File: src/rtl/spi_slv_pkg.sv
// Shared types for the SPI slave shifter.
// Assumes: configuration inputs are static while a byte is in flight.
package spi_slv_pkg;

    // Transfer format selected by the configuration pins
    typedef struct packed {
        logic cpol;
        logic cpha;
        logic lsb_first;
    } spi_fmt_t;

endpackage

File: src/rtl/spi_slv_sync.sv
// Multi-bit synchronizer: every input bit passes through STAGES flops.
// Assumes: bits are independent (no multi-bit coherence is needed).
module spi_slv_sync #(
    parameter int WIDTH     = 3,
    parameter int STAGES    = 2,
    parameter logic [WIDTH-1:0] RST_VAL = '0
) (
    input  logic             clk,
    input  logic             rst_n,
    input  logic [WIDTH-1:0] d_async,
    output logic [WIDTH-1:0] q_sync
);
    logic [WIDTH-1:0] stage_q [STAGES];

    for (genvar s = 0; s < STAGES; s++) begin : g_stage
        if (s == 0) begin : g_first
            // first flop captures the asynchronous input
            always_ff @(posedge clk) begin
                if (!rst_n) stage_q[0] <= RST_VAL;
                else        stage_q[0] <= d_async;
            end
        end else begin : g_rest
            // later flops resolve metastability
            always_ff @(posedge clk) begin
                if (!rst_n) stage_q[s] <= RST_VAL;
                else        stage_q[s] <= stage_q[s-1];
            end
        end
    end

    assign q_sync = stage_q[STAGES-1];
endmodule

File: src/rtl/spi_slv_edge.sv
// Serial clock edge finder: flags leading (away from idle) and trailing
// (back to idle) edges of the synchronized serial clock.
// Assumes: the serial clock holds each level for several system cycles.
module spi_slv_edge (
    input  logic clk,
    input  logic rst_n,
    input  logic sclk_s,
    input  logic cpol,
    output logic lead,
    output logic trail
);
    logic sclk_prev;

    // remember last synchronized clock level
    always_ff @(posedge clk) begin
        if (!rst_n) sclk_prev <= 1'b0;
        else        sclk_prev <= sclk_s;
    end

    // a change is leading when it leaves the idle level
    always_comb begin
        lead  = (sclk_s != sclk_prev) && (sclk_s != cpol);
        trail = (sclk_s != sclk_prev) && (sclk_s == cpol);
    end
endmodule

File: src/rtl/spi_slv_shifter.sv
// Byte engine: bit counter, transmit and receive shift registers, select
// driven start and abort, done strobe and transmit reload.
// Assumes: lead and trail are single-cycle and never coincide.
module spi_slv_shifter
    import spi_slv_pkg::*;
#(
    parameter int DATA_W = 8,
    localparam int CW    = $clog2(DATA_W)
) (
    input  logic              clk,
    input  logic              rst_n,
    input  spi_fmt_t          fmt,
    input  logic [DATA_W-1:0] tx_byte,
    input  logic              mosi_s,
    input  logic              sel_act,
    input  logic              lead,
    input  logic              trail,
    output logic              miso_out,
    output logic              miso_oe,
    output logic [DATA_W-1:0] rx_byte,
    output logic              rx_done,
    output logic [CW-1:0]     bit_cnt
);
    localparam logic [CW-1:0] LAST = CW'(DATA_W - 1);

    logic [DATA_W-1:0] tx_sh, rx_sh, rx_next;
    logic              miso_q, active;
    logic              present_ev, sample_ev;

    // bit that leaves the shifter next, by order setting
    function automatic logic head_bit(input logic [DATA_W-1:0] v, input logic lsb);
        return lsb ? v[0] : v[DATA_W-1];
    endfunction

    // shifter contents after one bit has left
    function automatic logic [DATA_W-1:0] advance(input logic [DATA_W-1:0] v, input logic lsb);
        return lsb ? {1'b0, v[DATA_W-1:1]} : {v[DATA_W-2:0], 1'b0};
    endfunction

    // phase picks which edge presents and which samples
    always_comb begin
        present_ev = fmt.cpha ? lead  : trail;
        sample_ev  = fmt.cpha ? trail : lead;
        rx_next    = fmt.lsb_first ? {mosi_s, rx_sh[DATA_W-1:1]}
                                   : {rx_sh[DATA_W-2:0], mosi_s};
    end

    // byte sequencing: start, shift, sample, complete, abort
    always_ff @(posedge clk) begin
        if (!rst_n) begin
            active  <= 1'b0;
            miso_q  <= 1'b0;
            tx_sh   <= '0;
            rx_sh   <= '0;
            rx_byte <= '0;
            rx_done <= 1'b0;
            bit_cnt <= '0;
        end else begin
            rx_done <= 1'b0;
            active  <= sel_act;
            if (!sel_act) begin
                bit_cnt <= '0;
                rx_sh   <= '0;
                miso_q  <= 1'b0;
            end else if (!active) begin
                bit_cnt <= '0;
                rx_sh   <= '0;
                if (fmt.cpha) begin
                    tx_sh  <= tx_byte;
                    miso_q <= 1'b0;
                end else begin
                    miso_q <= head_bit(tx_byte, fmt.lsb_first);
                    tx_sh  <= advance(tx_byte, fmt.lsb_first);
                end
            end else begin
                if (present_ev) begin
                    miso_q <= head_bit(tx_sh, fmt.lsb_first);
                    tx_sh  <= advance(tx_sh, fmt.lsb_first);
                end
                if (sample_ev) begin
                    rx_sh <= rx_next;
                    if (bit_cnt == LAST) begin
                        bit_cnt <= '0;
                        rx_byte <= rx_next;
                        rx_done <= 1'b1;
                        tx_sh   <= tx_byte;
                    end else begin
                        bit_cnt <= bit_cnt + 1'b1;
                    end
                end
            end
        end
    end

    assign miso_oe  = active;
    assign miso_out = miso_q;
endmodule

File: src/rtl/spi_slave_core.sv
// SPI slave top: synchronizes the serial pins, finds clock edges and runs
// the byte shifter. Assumes each serial clock level lasts >= 4 clk cycles.
module spi_slave_core
    import spi_slv_pkg::*;
#(
    parameter int DATA_W      = 8,
    parameter int SYNC_STAGES = 2,
    localparam int CW         = $clog2(DATA_W)
) (
    input  logic              clk,
    input  logic              rst_n,
    input  logic              cfg_cpol,
    input  logic              cfg_cpha,
    input  logic              cfg_lsb_first,
    input  logic [DATA_W-1:0] tx_byte,
    input  logic              sclk_in,
    input  logic              mosi_in,
    input  logic              ssel_n_in,
    output logic              miso_out,
    output logic              miso_oe,
    output logic [DATA_W-1:0] rx_byte,
    output logic              rx_done
);
    logic [2:0]    pins_s;
    logic          lead_w, trail_w, sel_act_w;
    logic [CW-1:0] bit_cnt_w;
    spi_fmt_t      fmt;

    // pack configuration into the shared format type
    always_comb begin
        fmt.cpol      = cfg_cpol;
        fmt.cpha      = cfg_cpha;
        fmt.lsb_first = cfg_lsb_first;
    end

    spi_slv_sync #(.WIDTH(3), .STAGES(SYNC_STAGES), .RST_VAL(3'b100)) u_sync (
        .clk     (clk),
        .rst_n   (rst_n),
        .d_async ({ssel_n_in, mosi_in, sclk_in}),
        .q_sync  (pins_s)
    );

    assign sel_act_w = ~pins_s[2];

    spi_slv_edge u_edge (
        .clk   (clk),
        .rst_n (rst_n),
        .sclk_s(pins_s[0]),
        .cpol  (cfg_cpol),
        .lead  (lead_w),
        .trail (trail_w)
    );

    spi_slv_shifter #(.DATA_W(DATA_W)) u_shift (
        .clk     (clk),
        .rst_n   (rst_n),
        .fmt     (fmt),
        .tx_byte (tx_byte),
        .mosi_s  (pins_s[1]),
        .sel_act (sel_act_w),
        .lead    (lead_w),
        .trail   (trail_w),
        .miso_out(miso_out),
        .miso_oe (miso_oe),
        .rx_byte (rx_byte),
        .rx_done (rx_done),
        .bit_cnt (bit_cnt_w)
    );
endmodule

File: config.mk
export PLATFORM = sky130hd
export DESIGN_NAME = spi_slave_core
export DESIGN_NICKNAME = d
export VERILOG_FILES = /design/src/rtl/spi_slv_pkg.sv /design/src/rtl/spi_slv_sync.sv /design/src/rtl/spi_slv_edge.sv /design/src/rtl/spi_slv_shifter.sv /design/src/rtl/spi_slave_core.sv
export SDC_FILE = /design/constraint.sdc
export NUM_CORES = 1
export LEC_CHECK = 0
export ABC_AREA = 1
export BUFFER_PORTS_ARGS = -buffer_cell sky130_fd_sc_hd__buf_2
export CORE_MARGIN = 8
export CORE_UTILIZATION = 43
export CTS_CLUSTER_DIAMETER = 50
export DETAILED_ROUTE_END_ITERATION = 10
export PLACE_DENSITY = 0.76
export SLEW_MARGIN = 5
export SYNTH_ARGS = -nofsm -noshare
export SYNTH_HDL_FRONTEND = slang
export SYNTH_SLANG_ARGS = --single-unit
File: constraint.sdc
create_clock -name clk -period 1.4 [get_ports clk]
set_input_delay 0.14 -clock clk [delete_from_list [all_inputs] [get_ports clk]]
set_output_delay 0.14 -clock clk [all_outputs]
set_load 0.01 [all_outputs]
Word level (Yosys, flattened, before mapping)
Memory sizes are Yosys's and may differ from the RTL's.
Cells that the tools add are included.
{"block": "word_totals", "regBits": 31, "latchBits": 0, "ram_bits": 6, "romBits": 0, "word_cells": 48, "n_memories": 1}
{"block": "op_classes", "add_sub_neg": 1, "n_mul": 0, "div_mod_pow": 0, "order_cmp": 0, "eq_ne": 5, "shifts": 0, "n_mux": 21, "bitwise": 6, "reduce_logical": 6}
{"name": "u_sync.stage_q", "depth": 2, "word_bits": 3, "rd": 2, "rd_clocked_by_memory_dff": 0, "write_ports": 2, "line_no": "spi_slv_sync.sv:13", "text": "logic [WIDTH-1:0] stage_q [STAGES];"}
{"operator": "$mux W8", "count": 8}
{"operator": "$mux W1", "count": 10}
{"operator": "$mux W3", "count": 3}
{"operator": "$not A1 Y1", "count": 4}
{"operator": "$reduce_and A4 Y1", "count": 1}
{"operator": "$reduce_or A4 Y1", "count": 1}
{"operator": "$add A3 B1 Y3 const B", "count": 1}
{"operator": "$eq A3 B3 Y1 const B", "count": 1}
{"operator": "$reduce_or A3 Y1", "count": 1}
{"operator": "$logic_and A1 B1 Y1", "count": 2}
{"operator": "$ne A1 B1 Y1", "count": 2}
{"operator": "$ne A2 B2 Y1 const B", "count": 1}
{"operator": "$or A1 B1 Y1", "count": 2}
{"operator": "$reduce_or A2 Y1", "count": 1}
{"operator": "$eq A1 B1 Y1", "count": 1}

Longest topological paths before layout
Gate-level depths: netlist of run 1.
{"block": "logic_depth", "depth_word": 7, "mapped_depth": 11, "mapped_depth_nobuf": 10}

By module
From an unflattened synthesis of run 1, not the netlist that was laid out.
{"block": "unflattened", "cells_unflattened": 326, "hier_area_um2": 2083.2}
{"mod": "spi_slv_shifter", "instances": 1, "cells_per_inst": 290, "area_each_um2": 1834.3}
{"mod": "spi_slv_sync", "instances": 1, "cells_per_inst": 18, "area_each_um2": 165.2}
{"mod": "spi_slv_edge", "instances": 1, "cells_per_inst": 17, "area_each_um2": 80.1}
{"mod": "spi_slave_core", "instances": 1, "cells_per_inst": 1, "area_each_um2": 3.8}

Worst setup path after synthesis of run 1
Ideal clock, no wire load.
{"block": "synth_path", "path_type": "register -> register", "start": "register u_shift.bit_cnt[0]", "end": "register u_shift.tx_sh[6]", "setup_time_ns": 0.066, "arrival_ns": 1.386, "t_required_ns": 1.334, "slack_ns": -0.052, "path_stages_with_launch": 8, "path_buffers": 1, "synth_period_minus_slack_ns": 1.452, "cell_sequence": "dfxtp_1 -> ha_1 -> ha_1 -> buf_1 -> nand2_1 -> nand3_1 -> nand2_1 -> a21oi_2"}
{"block": "synth_between", "elab_chain_cells": 4}
{"element": "start: declaration", "line_no": "spi_slv_shifter.sv:22", "text": "output logic [CW-1:0] bit_cnt"}
{"element": "start signal: assignment", "line_no": "spi_slv_shifter.sv:88", "text": "bit_cnt <= bit_cnt + 1'b1;"}
{"element": "$eq A3 B3 Y1", "line_no": "spi_slv_shifter.sv:82", "text": "if (bit_cnt == LAST) begin"}
{"element": "$mux W8", "line_no": "spi_slv_shifter.sv:82"}
{"element": "$mux W8", "line_no": "spi_slv_shifter.sv:80", "text": "if (sample_ev) begin"}
{"element": "$mux W8", "line_no": "spi_slv_shifter.sv:65", "text": "end else if (!active) begin"}
{"element": "end signal: assignment", "line_no": "spi_slv_shifter.sv:69", "text": "tx_sh <= tx_byte;"}
{"element": "end signal: assignment", "line_no": "spi_slv_shifter.sv:78", "text": "tx_sh <= advance(tx_sh, fmt.lsb_first);"}
{"element": "end signal: assignment", "line_no": "spi_slv_shifter.sv:86", "text": "tx_sh <= tx_byte;"}
{"element": "end: declaration", "line_no": "spi_slv_shifter.sv:26", "text": "logic [DATA_W-1:0] tx_sh, rx_sh, rx_next;"}
No other way between the ends.
A chain may end at the register's enable or synchronous reset.

==> metrics.txt, run 1 <==
Final min period=roughly 1400 ps; achievable clock frequency=just over 700 MHz; Synth Warn #=0; reported net switching power=approximately 0.62 mW; wire length after detailed routing=just over 5 mm; net count after synthesis=just over 300; count of pins over their slew limit=0; data arrival time at the worst-slack endpoint=between 1500 and 2000 ps; post-placement worst setup slack=-37.9 ps; critical path's largest stage delay=about 370 ps; final-report hold violation count=0; share of power burned in the clock network=41.1%; antenna violations before repair=0; internal power consumption=~1.7 mW; outcome=finished clean; layout overhead on the synthesized area=24.1%; critical path endpoint category=register; First DRT Iteration DRCs=about 190; reg-to-reg startpoint=u_sync.stage_q[1][0]; part of the power in registers=approximately 47%; number of buffers created by CTS=5; post-DP HPWL=3.62 mm; overall global routing resource usage=between 10% and 20%; hold endpoint=u_sync.stage_q[0][0]; wire length the detailed router placed on met1=roughly 2.2 mm; multiplexer area fraction after synthesis=2.92%; Worst Setup Path Type=register to register; Detail Route met3 WL=~270 um; proportion of synthesized chip area in sequential cells=between 30% and 40%; net switching fraction of the power=26.6%; grt ovf=0; clock tree from TritonCTS=yes; num ports=27; number of detailed-route iterations in the first pass=4; final setup violation count=0; Lkg Pwr=1.16 nW; Worst Max-Slew Pin Slew=303 ps; combinational group share of total power=12.0%; effective utilization at floorplan=44.1%; number of rows in the core area=25; Hold Path Origin=sclk_in; syn avg cell area=between 7 and 8 sq um; slowest CP cell=sky130_fd_sc_hd__dfxtp_4; total die area=around 0.0072 sq mm; compound-cell area share of the yosys netlist=between 10% and 20%; number of clock sinks seen by CTS=37; Met2 Wirelength=2.58 mm; worst-case register-to-register setup slack=roughly 24 ps; number of violations of the max-capacitance limit=0; via count=around 2.0k; vias in the first global route=1801; simple logic cell fraction of the synthesized area=a little under 30%; Core Footprint=~0.0047 sq mm; ratio of final minimum period to clock period=98.3%; via density per instance=between 5 and 6; Hold Path Cell Cnt=3; worst rel slew slack=between 70 and 80%; Clock Tree Root=sky130_fd_sc_hd__clkbuf_8; HP Class=primary input to register; XOR/XNOR share of the synthesized area=0%; DR DRC count=0; fraction of the mapped netlist area in adder cells=1.22%; cell breakdown of the critical path=inv_4 > nand2_4 > nand2_8 > nand3_4 > nand2_8 > buf_6 > nand3_1 > nand2_1 > inv_1 > nand2_2 > a21oi_2; fraction of layout cells with a size suffix above 1=~29%; largest net degree at the start of global routing=22; Max rail drop VDD=a little under 0.6 mV; library cells used by synthesis=29; routability congestion estimate=about 0.86; final net count=341; antenna diode count=0; crit-path most repeated cell=sky130_fd_sc_hd__nand2_8; WHS=~21 ps; Die Height=85.1 um; worst skew pair latency=roughly 300 ps; Setup Total Neg Slack=0 ps; most common library cell in the layout ignoring fill and taps=sky130_fd_sc_hd__nand2_1; worst-case setup margin in the final layout=24.3 ps; H-tree level count=2; uppermost routed layer=met4; post-route antenna net violation count=0; most frequent cells in the layout=sky130_fd_sc_hd__nand2_1, sky130_fd_sc_hd__inv_1, sky130_fd_sc_hd__dfxtp_1; Avg WL per Cell=13.8 um; reg-to-reg critical path endpoint=u_shift.tx_sh[1]; area of the mapped netlist=a little over 0.002 sq mm; final worst clock skew=10.3 ps; data required time of the worst path=1590 ps; main combinational cell family by area after synthesis=simple AND/OR/NAND/NOR gates; Clock Pin Slew Worst Setup and Hold Paths=roughly 80 ps; startpoint type of the worst setup path=register; power density over the cells=about 910 mW/mm^2; Horiz. Die Dim=about 85 um; first-pass GRT wire length=8.02 mm; number of buffers added on ports=26; largest driver fanout on the critical path=7; number of register bits inferred by synthesis=37; number of cells produced by synthesis=288; depth of the most critical reg-to-reg path=11; clock tree buffer depth=2; RSZ-0062 raised after global routing=yes
## routing by layer
| metal | vias to the layer above | track usage [%] |
|---|---|---|
| met5 | - | 0 |
| met4 | 0 | 5.02 |
| met3 | 18 | 3.96 |
| met2 | 67 | 22.9 |
| met1 | 904 | 15.7 |
| li1 | 1017 | - |
## how the worst max path moves through the flow
stage	start	end	slack, ps	depth (start not counted)
after floorplan	u_shift.bit_cnt[0]	u_shift.tx_sh[6]	30	7
after global placement	u_sync.stage_q[1][0]	u_shift.tx_sh[1]	20	8
after detailed placement	u_sync.stage_q[1][0]	u_shift.tx_sh[4]	-40	9
after CTS	u_sync.stage_q[1][0]	u_shift.rx_byte[1]	10	8
after global routing	u_sync.stage_q[1][0]	u_shift.tx_sh[7]	-30	11
final	u_sync.stage_q[1][0]	u_shift.tx_sh[1]	20	11
## cells in the mapped netlist
library cell                n  area [sq um]
sky130_fd_sc_hd__nand2_1   72           270
sky130_fd_sc_hd__dfxtp_1   37           741
sky130_fd_sc_hd__inv_1     35           131
sky130_fd_sc_hd__nand3_1   27           135
sky130_fd_sc_hd__a21oi_1   24           120
sky130_fd_sc_hd__o21ai_0   22           110
sky130_fd_sc_hd__a21oi_2    8          70.1
sky130_fd_sc_hd__o221ai_1   7          61.3
sky130_fd_sc_hd__mux2i_1    6          60.1
sky130_fd_sc_hd__nor2_1     6          22.5
sky130_fd_sc_hd__or2_0      6          37.5
sky130_fd_sc_hd__buf_6      4          45.0
sky130_fd_sc_hd__nand3_2    4          40.0
sky130_fd_sc_hd__or2_2      4          25.0
sky130_fd_sc_hd__buf_2      3          15.0
sky130_fd_sc_hd__clkbuf_1   3          11.3
sky130_fd_sc_hd__nand2_2    3          18.8
sky130_fd_sc_hd__nand2_4    3          33.8
sky130_fd_sc_hd__ha_1       2          25.0
sky130_fd_sc_hd__inv_2      2          7.51
sky130_fd_sc_hd__o22ai_1    2          12.5
sky130_fd_sc_hd__buf_1      1          3.75
sky130_fd_sc_hd__buf_4      1          7.51
sky130_fd_sc_hd__clkbuf_2   1          5.00
sky130_fd_sc_hd__nand3_4    1          17.5
sky130_fd_sc_hd__nor2_2     1          6.26
sky130_fd_sc_hd__o211ai_1   1          7.51
sky130_fd_sc_hd__o21ai_1    1          5.00
sky130_fd_sc_hd__o21ai_2    1          8.76
## critical path, delay by kind of cell (launching register included)
kind | cells | cell delay, ps
AND/OR/NAND/NOR | 7 | 590
flip-flops | 1 | 370
buffers and inverters | 3 | 260
AO/OA/AOI/OAI | 1 | 40
## metrics by stage
step	power, mW	std cells	instance area (sq um)	util, %
5_1_grt	2.40	378	2550	54.7
4_1_cts	2.31	377	2410	51.6
2_1_floorplan	1.29	288	2060	-
6_report	2.33	378	2550	54.7
3_5_place_dp	1.36	368	2260	48.5
3_3_place_gp	1.36	368	2260	48.5
## cell families after synthesis
| group | after synthesis |
|---|---|
| AND/OR/NAND/NOR | 127 |
| AO/OA/AOI/OAI | 66 |
| buffers and inverters | 50 |
| flip-flops | 37 |
| multiplexers | 6 |
| adder cells (fa/ha/maj) | 2 |
## what timing repair did
item / 4_1_cts / 5_1_grt
buffers inserted: 1 / 0
setup endpoints to repair: 13 / 22
endpoints found under the hold margin: 0 / 0
gates resized for setup: 5 / 30
gates cloned: 0 / 1
hold buffers: 0 / 0
pin swaps: 0 / 7
## sequential cells by signal (all words and copies together), names as in the netlist
signal            cells
u_shift.rx_byte       8
u_shift.rx_sh         8
u_shift.tx_sh         8
u_sync.stage_q        6
u_shift.bit_cnt       3
u_edge.sclk_prev      1
u_shift.miso_oe       1
u_shift.miso_out      1
u_shift.rx_done       1
## cell type report
class / instances / area [sq um]
multi-input cells: 202 / 1230
fillers: 427 / 2110
clock buffers: 5 / 68.8
repair buffers: 40 / 246
inverters: 37 / 141
well taps: 54 / 67.6
clock inverters: 3 / 46.3
flip-flops and latches: 37 / 747
## power by group through the flow
stage                     registers (mW)  logic, mW  clock network [mW]
after floorplan                     1.11      0.177                   0
after CTS                           1.09      0.251               0.961
after global placement              1.12      0.240                   0
after global routing                1.10      0.308               0.992
after detailed placement            1.12      0.244                   0
final                               1.09      0.280               0.959
No activity file was read; power rests on OpenSTA's default activity.
==> run 2: changes to the inputs <==
--- a/config.mk
+++ b/config.mk
@@ -11,6 +11,7 @@
 export CORE_UTILIZATION = 43
 export CTS_CLUSTER_DIAMETER = 50
 export DETAILED_ROUTE_END_ITERATION = 10
+export GPL_TIMING_DRIVEN = 0
 export PLACE_DENSITY = 0.76
 export SLEW_MARGIN = 5
 export SYNTH_ARGS = -nofsm -noshare
==> run 2 against run 1 <==
  * Clock skew shrank 5.7 ps
  * Clock power shrank 19%
  * Highest routed layer unchanged
  * First-iteration DRC count grew 44%
  * Register-to-register slack is essentially flat
  * Sequential share of layout area shrank 0.15 points
  * Die area is the same
  * Global-route usage grew 0.42 points
  * Flip-flop and latch count is the same
==> metrics.txt, run 2 (synthesis results as in run 1) <==
outcome=finished clean; vias in the first global route=around 1.9k; number of cells on the critical path=11; layout overhead on the synthesized area=24.5%; GR Util met3=roughly 3.0%; clock tree buffer depth=2; HP Class=primary input to register; Hold Path Origin=sclk_in; first-pass GRT wire length=around 8.5 mm; antenna diode count=0; reg-to-reg startpoint=u_sync.stage_q[1][0]; antenna violations before repair=0; cell breakdown of the critical path=inv_4 > nand2_4 > nand2_8 > nand3_4 > nand2_8 > nand3_4 > buf_6 > nand2_2 > o21ai_1 > inv_1 > nor2_2; clock tree from TritonCTS=yes; Setup Total Neg Slack=0 ps; Worst Max-Slew Pin Slew=between 400 and 500 ps; final core occ=54.9%; Die Height=about 85 um; number of violations of the max-capacitance limit=0; Clock Pin Slew Worst Setup and Hold Paths=about 70 ps; critical path's largest stage delay=about 370 ps; post-placement worst setup slack=-169 ps; number of buffers created by CTS=5; number of rows in the core area=25; largest driver fanout on the critical path=6; total die area=about 0.0072 sq mm; RSZ-0062 raised after global routing=yes; Worst Setup Path Type=register to register; Worst Path Buf+Inv=3; M1 GR Usage=between 15 and 20%; most frequent cells in the layout=sky130_fd_sc_hd__nand2_1, sky130_fd_sc_hd__dfxtp_1, sky130_fd_sc_hd__inv_1; H-tree level count=2; via count=around 2.0k; post-route antenna net violation count=0; num ports=27; largest registers=u_shift.rx_byte x8, u_shift.rx_sh x8, u_shift.tx_sh x8; final setup violation count=0; ratio of final minimum period to clock period=97.5%; Max rail drop VDD=a little under 0.7 mV; effective utilization at floorplan=44.1%; final worst clock skew=~4.6 ps; number of buffers added to fix hold violations after cts=0; most utilized layer in the global route result=met2; achievable clock frequency=between 700 and 800 MHz; fraction of layout cells with a size suffix above 1=~28%; most common library cell in the layout ignoring fill and taps=sky130_fd_sc_hd__nand2_1; power density over the cells=~840 mW/mm^2; Clock Tree Root=sky130_fd_sc_hd__clkbuf_8; grt ovf=0; number of buffers added on ports=24; Core Footprint=between 0.004 and 0.005 sq mm; Horiz. Die Dim=roughly 85 um; worst rel slew slack=about 71%; DR DRC count=0; wire length after detailed routing=~5.0 mm; via density per instance=~5.3; worst skew pair latency=290 ps; origin of the worst setup path=u_sync.stage_q[1][0]; count of pins over their slew limit=0; worst-case setup margin in the final layout=between 30 and 40 ps; startpoint type of the worst setup path=register; data required time of the worst path=approximately 1600 ps; Lkg Pwr=~1.2 nW; final net count=344; Avg WL per Cell=between 10 and 15 um; routability congestion estimate=0.886; family with the most delay on the worst path=simple AND/OR/NAND/NOR gates; post-DP HPWL=3.47 mm; largest net degree at the start of global routing=13; final-report hold violation count=0; Hold Path Cell Cnt=3; overall global routing resource usage=between 10% and 20%; post-layout power=around 2.2 mW; number of clock sinks seen by CTS=37; Post-Layout Inst Area=approximately 0.0026 sq mm; Final min period=between 1000 and 1500 ps; depth of the most critical reg-to-reg path=11; First DRT Iteration DRCs=about 280; slowest CP cell=sky130_fd_sc_hd__dfxtp_4; data arrival time at the worst-slack endpoint=roughly 1500 ps; critical path endpoint category=register; met2 demand-to-capacity share in global routing=24.4%; placement-stage cell area=between 0.002 and 0.0025 sq mm; number of detailed-route iterations in the first pass=5
## run 2: cell types whose count changed in the layout (fill, tap and decap cells not counted), sizes merged
cell,delta
buf,-2
bufinv,-1
clkbuf,+5
clkinv,+1
clkinvlp,-1
nand2,+1
## run 2: stage by stage
stage | hold slack (ps) | cells
after global placement | 319 | 366
after detailed placement | 325 | 366
after floorplan | 238 | 288
after global routing | 34.9 | 381
after CTS | 23.5 | 374
final | 32.6 | 381
## run 2: tightest hold or removal path: stages
cell                      delay (ps)
sky130_fd_sc_hd__buf_2            70
sky130_fd_sc_hd__nand2_1          40
sky130_fd_sc_hd__inv_1            40
## run 2: area by class of cell
class	count	area (sq um)
well taps	54	67.6
clock buffers	6	82.6
clock inverters	2	13.8
flip-flops and latches	37	746
repair buffers	29	173
fillers	411	2100
multi-input cells	203	1220
inverters	37	141
plain buffers	13	114
## run 2: where the power goes
part | total [mW] | internal, mW | switching, mW
clock | 0.774 | 0.399 | 0.376
sequential | 1.09 | 1.07 | 0.0179
combinational | 0.289 | 0.113 | 0.176
total | 2.16 | 1.59 | 0.570
## run 2: repair_timing
action,4_1_cts,5_1_grt
gates cloned,0,4
buffers inserted,0,3
endpoints found under the setup margin,25,27
gates resized for setup,9,32
pin swaps,0,9
## run 2: routing by layer
| layer | part of all wire (%) | vias to the layer above |
|---|---|---|
| met5 | 0 | - |
| met4 | 1.2 | 0 |
| met3 | 5.7 | 10 |
| met2 | 50 | 74 |
| met1 | 43 | 917 |
| li1 | - | 1024 |
## run 2: worst paths after layout
check	to	slack, ps
setup / recovery	u_shift.rx_byte[6]	30
hold / removal	u_sync.stage_q[0][0]	30
setup reg to reg	u_shift.rx_byte[6]	30
hold reg to reg	u_sync.stage_q[1][0]	410
==> run 3: changes to the inputs <==
--- a/config.mk
+++ b/config.mk
@@ -5,8 +5,8 @@
 export SDC_FILE = /design/constraint.sdc
 export NUM_CORES = 1
 export LEC_CHECK = 0
-export ABC_AREA = 1
 export BUFFER_PORTS_ARGS = -buffer_cell sky130_fd_sc_hd__buf_2
+export CAP_MARGIN = 15
 export CORE_MARGIN = 8
 export CORE_UTILIZATION = 43
 export CTS_CLUSTER_DIAMETER = 50
==> run 3 against run 2 <==
  * The flow now finishes with violations (setup timing)
  * Flip-flop and latch count stayed put
  * Largest power group unchanged
  * Clock skew increased by 3.1 ps
  * Fmax fell by 12%
  * Design area down 1.7%
  * Area after synthesis down 4.8%
  * Register-to-register slack got worse by 190 ps
  * Core utilization grew 2.5 points
==> metrics.txt, run 3 <==
startpoint type of the worst setup path=register; effective utilization at floorplan=between 40% and 50%; RSZ-0062 raised after global routing=yes; area of the mapped netlist=between 0.0015 and 0.002 sq mm; first-pass GRT wire length=7.58 mm; largest registers=u_shift.rx_byte x8, u_shift.rx_sh x8, u_shift.tx_sh x8; ratio of final minimum period to clock period=111%; routability congestion estimate=0.777; HP Class=primary input to register; area share of the leading cell type in the synthesized netlist=a little under two fifths; Main synth FF type=sky130_fd_sc_hd__dfxtp_1; post-DP HPWL=3.09 mm; post-placement worst setup slack=-289 ps; Horiz. Die Dim=around 83 um; clock tree from TritonCTS=yes; H-tree level count=2; DR DRC count=0; wire length after detailed routing=between 4 and 5 mm; final worst clock skew=between 7 and 8 ps; number of violations of the max-capacitance limit=0; most numerous cell types in the synthesized netlist=sky130_fd_sc_hd__dfxtp_1, sky130_fd_sc_hd__mux2_2, sky130_fd_sc_hd__nor2_1; syn avg cell area=~10 sq um; worst skew pair latency=approximately 290 ps; largest driver fanout on the critical path=6; Worst Setup Path Type=register to register; num ports=27; number of register bits inferred by synthesis=37; final setup violation count=18; final-report hold violation count=0; Clock Tree Root=sky130_fd_sc_hd__clkbuf_8; antenna violations before repair=0; data arrival time at the worst-slack endpoint=1740 ps; proportion of synthesized chip area in sequential cells=between 30% and 40%; most common library cell in the layout ignoring fill and taps=sky130_fd_sc_hd__dfxtp_1; Post-Layout Inst Area=0.00251 sq mm; violated checks=setup timing; placement-stage cell area=~0.0022 sq mm; ranking of synthesized cells by area=sky130_fd_sc_hd__dfxtp_1, sky130_fd_sc_hd__mux2_2, sky130_fd_sc_hd__mux2i_1; number of detailed-route iterations in the first pass=4; clock tree buffer depth=2; fraction of layout cells with a size suffix above 1=a little over two fifths; overall global routing resource usage=about 13%; post-layout power=about 2.4 mW; largest net degree at the start of global routing=13; EDFF count, synth=0; via count=around 1.6k; number of buffers created by CTS=5; Final min period=~1600 ps; number of clock sinks seen by CTS=37; Post-synth ARST share=0%; most frequent cells in the layout=sky130_fd_sc_hd__dfxtp_1, sky130_fd_sc_hd__buf_2, sky130_fd_sc_hd__mux2_2; Worst Max-Slew Pin Slew=531 ps; post-route antenna net violation count=0; count of pins over their slew limit=0; number of cells in the finished layout apart from fillers=287; net count after synthesis=214; WHS=around 35 ps; antenna diode count=0; power density over the cells=~970 mW/mm^2; library cells used by synthesis=37; Clock Pin Slew Worst Setup and Hold Paths=~70 ps; number of buffers added on ports=25; layout overhead on the synthesized area=28.5%; worst rel slew slack=between 60% and 70%; number of rows in the core area=24; final net count=252; largest area contributor in the netlist=sky130_fd_sc_hd__dfxtp_1; Lkg Pwr=around 1.0 nW; Die Height=between 80 and 90 um; number of cells produced by synthesis=between 150 and 200; critical path endpoint category=register; Synth Warn #=0; cell count after placement=roughly 270; via density per instance=5.70; achievable clock frequency=~640 MHz; Setup Total Neg Slack=-2180 ps; First DRT Iteration DRCs=roughly 130; vias in the first global route=around 1.6k; Avg WL per Cell=15.7 um; total die area=0.00696 sq mm; most common cell in the netlist=sky130_fd_sc_hd__dfxtp_1; Max rail drop VDD=0.939 mV; final core occ=a little under three fifths; Core Footprint=0.00438 sq mm; number of buffers added to fix hold violations after cts=0; grt ovf=0; outcome=complete, but fails checks; worst-case setup margin in the final layout=-154 ps; data required time of the worst path=roughly 1600 ps
## run 3: final timing paths
check,from,endpoint,slack [ps],cells past startpoint
hold / removal,ssel_n_in,u_sync.stage_q[0][2],30,2
hold reg to reg,u_sync.stage_q[0][2],u_sync.stage_q[1][2],420,1
setup reg to reg,u_shift.bit_cnt[1],u_shift.rx_byte[5],-150,8
setup / recovery,u_shift.bit_cnt[1],u_shift.rx_byte[5],-150,8
## run 3: kinds of logic after synthesis
group / synth area share, %
and+or+nand+nor: 15.5
xor gates and xnor gates: 1.41
DFF: 37.9
adders and majority gates: 1.28
AOI/OAI and AO/OA: 18.5
muxes: 21.6
buffers and inverters: 3.77
## run 3: where the power goes
part           internal (mW)  switching (mW)  leakage [nW]
sequential              1.07          0.0237         0.302
combinational          0.129           0.128         0.669
clock                  0.708           0.377        0.0681
## run 3: layout make-up
class | instances | area [sq um]
Buffer | 13 | 77.6
Clock buffer | 5 | 68.8
Clock inverter | 3 | 65.1
Fill cell | 369 | 1870
Inverter | 2 | 7.51
Multi-Input combinational cell | 143 | 1290
Sequential cell | 37 | 746
Tap cell | 52 | 65.1
Timing Repair Buffer | 32 | 198
## run 3: metal layers
layer | global-route usage (%) | part of all wire [%] | vias up
li1 | - | - | 814
met1 | 17.0 | 51 | 791
met2 | 18.9 | 45 | 26
met3 | 3.32 | 2.9 | 4
met4 | 5.34 | 1.4 | 0
met5 | 0 | 0 | -
## run 3: worst max-delay path, stage by stage, from the launching register on
cell	delay (ps)
sky130_fd_sc_hd__dfxtp_2	360
sky130_fd_sc_hd__ha_4	140
sky130_fd_sc_hd__ha_4	130
sky130_fd_sc_hd__nand3b_1	100
sky130_fd_sc_hd__mux2i_4	210
sky130_fd_sc_hd__buf_6	170
sky130_fd_sc_hd__buf_6	130
sky130_fd_sc_hd__nand3_2	70
sky130_fd_sc_hd__o211a_1	140
## run 3: timing repair
item	in CTS	in global routing
gates cloned	2	0
setup endpoints to repair	29	29
gates resized for setup	10	21
setup buffers	5	0
pin swaps	5	4
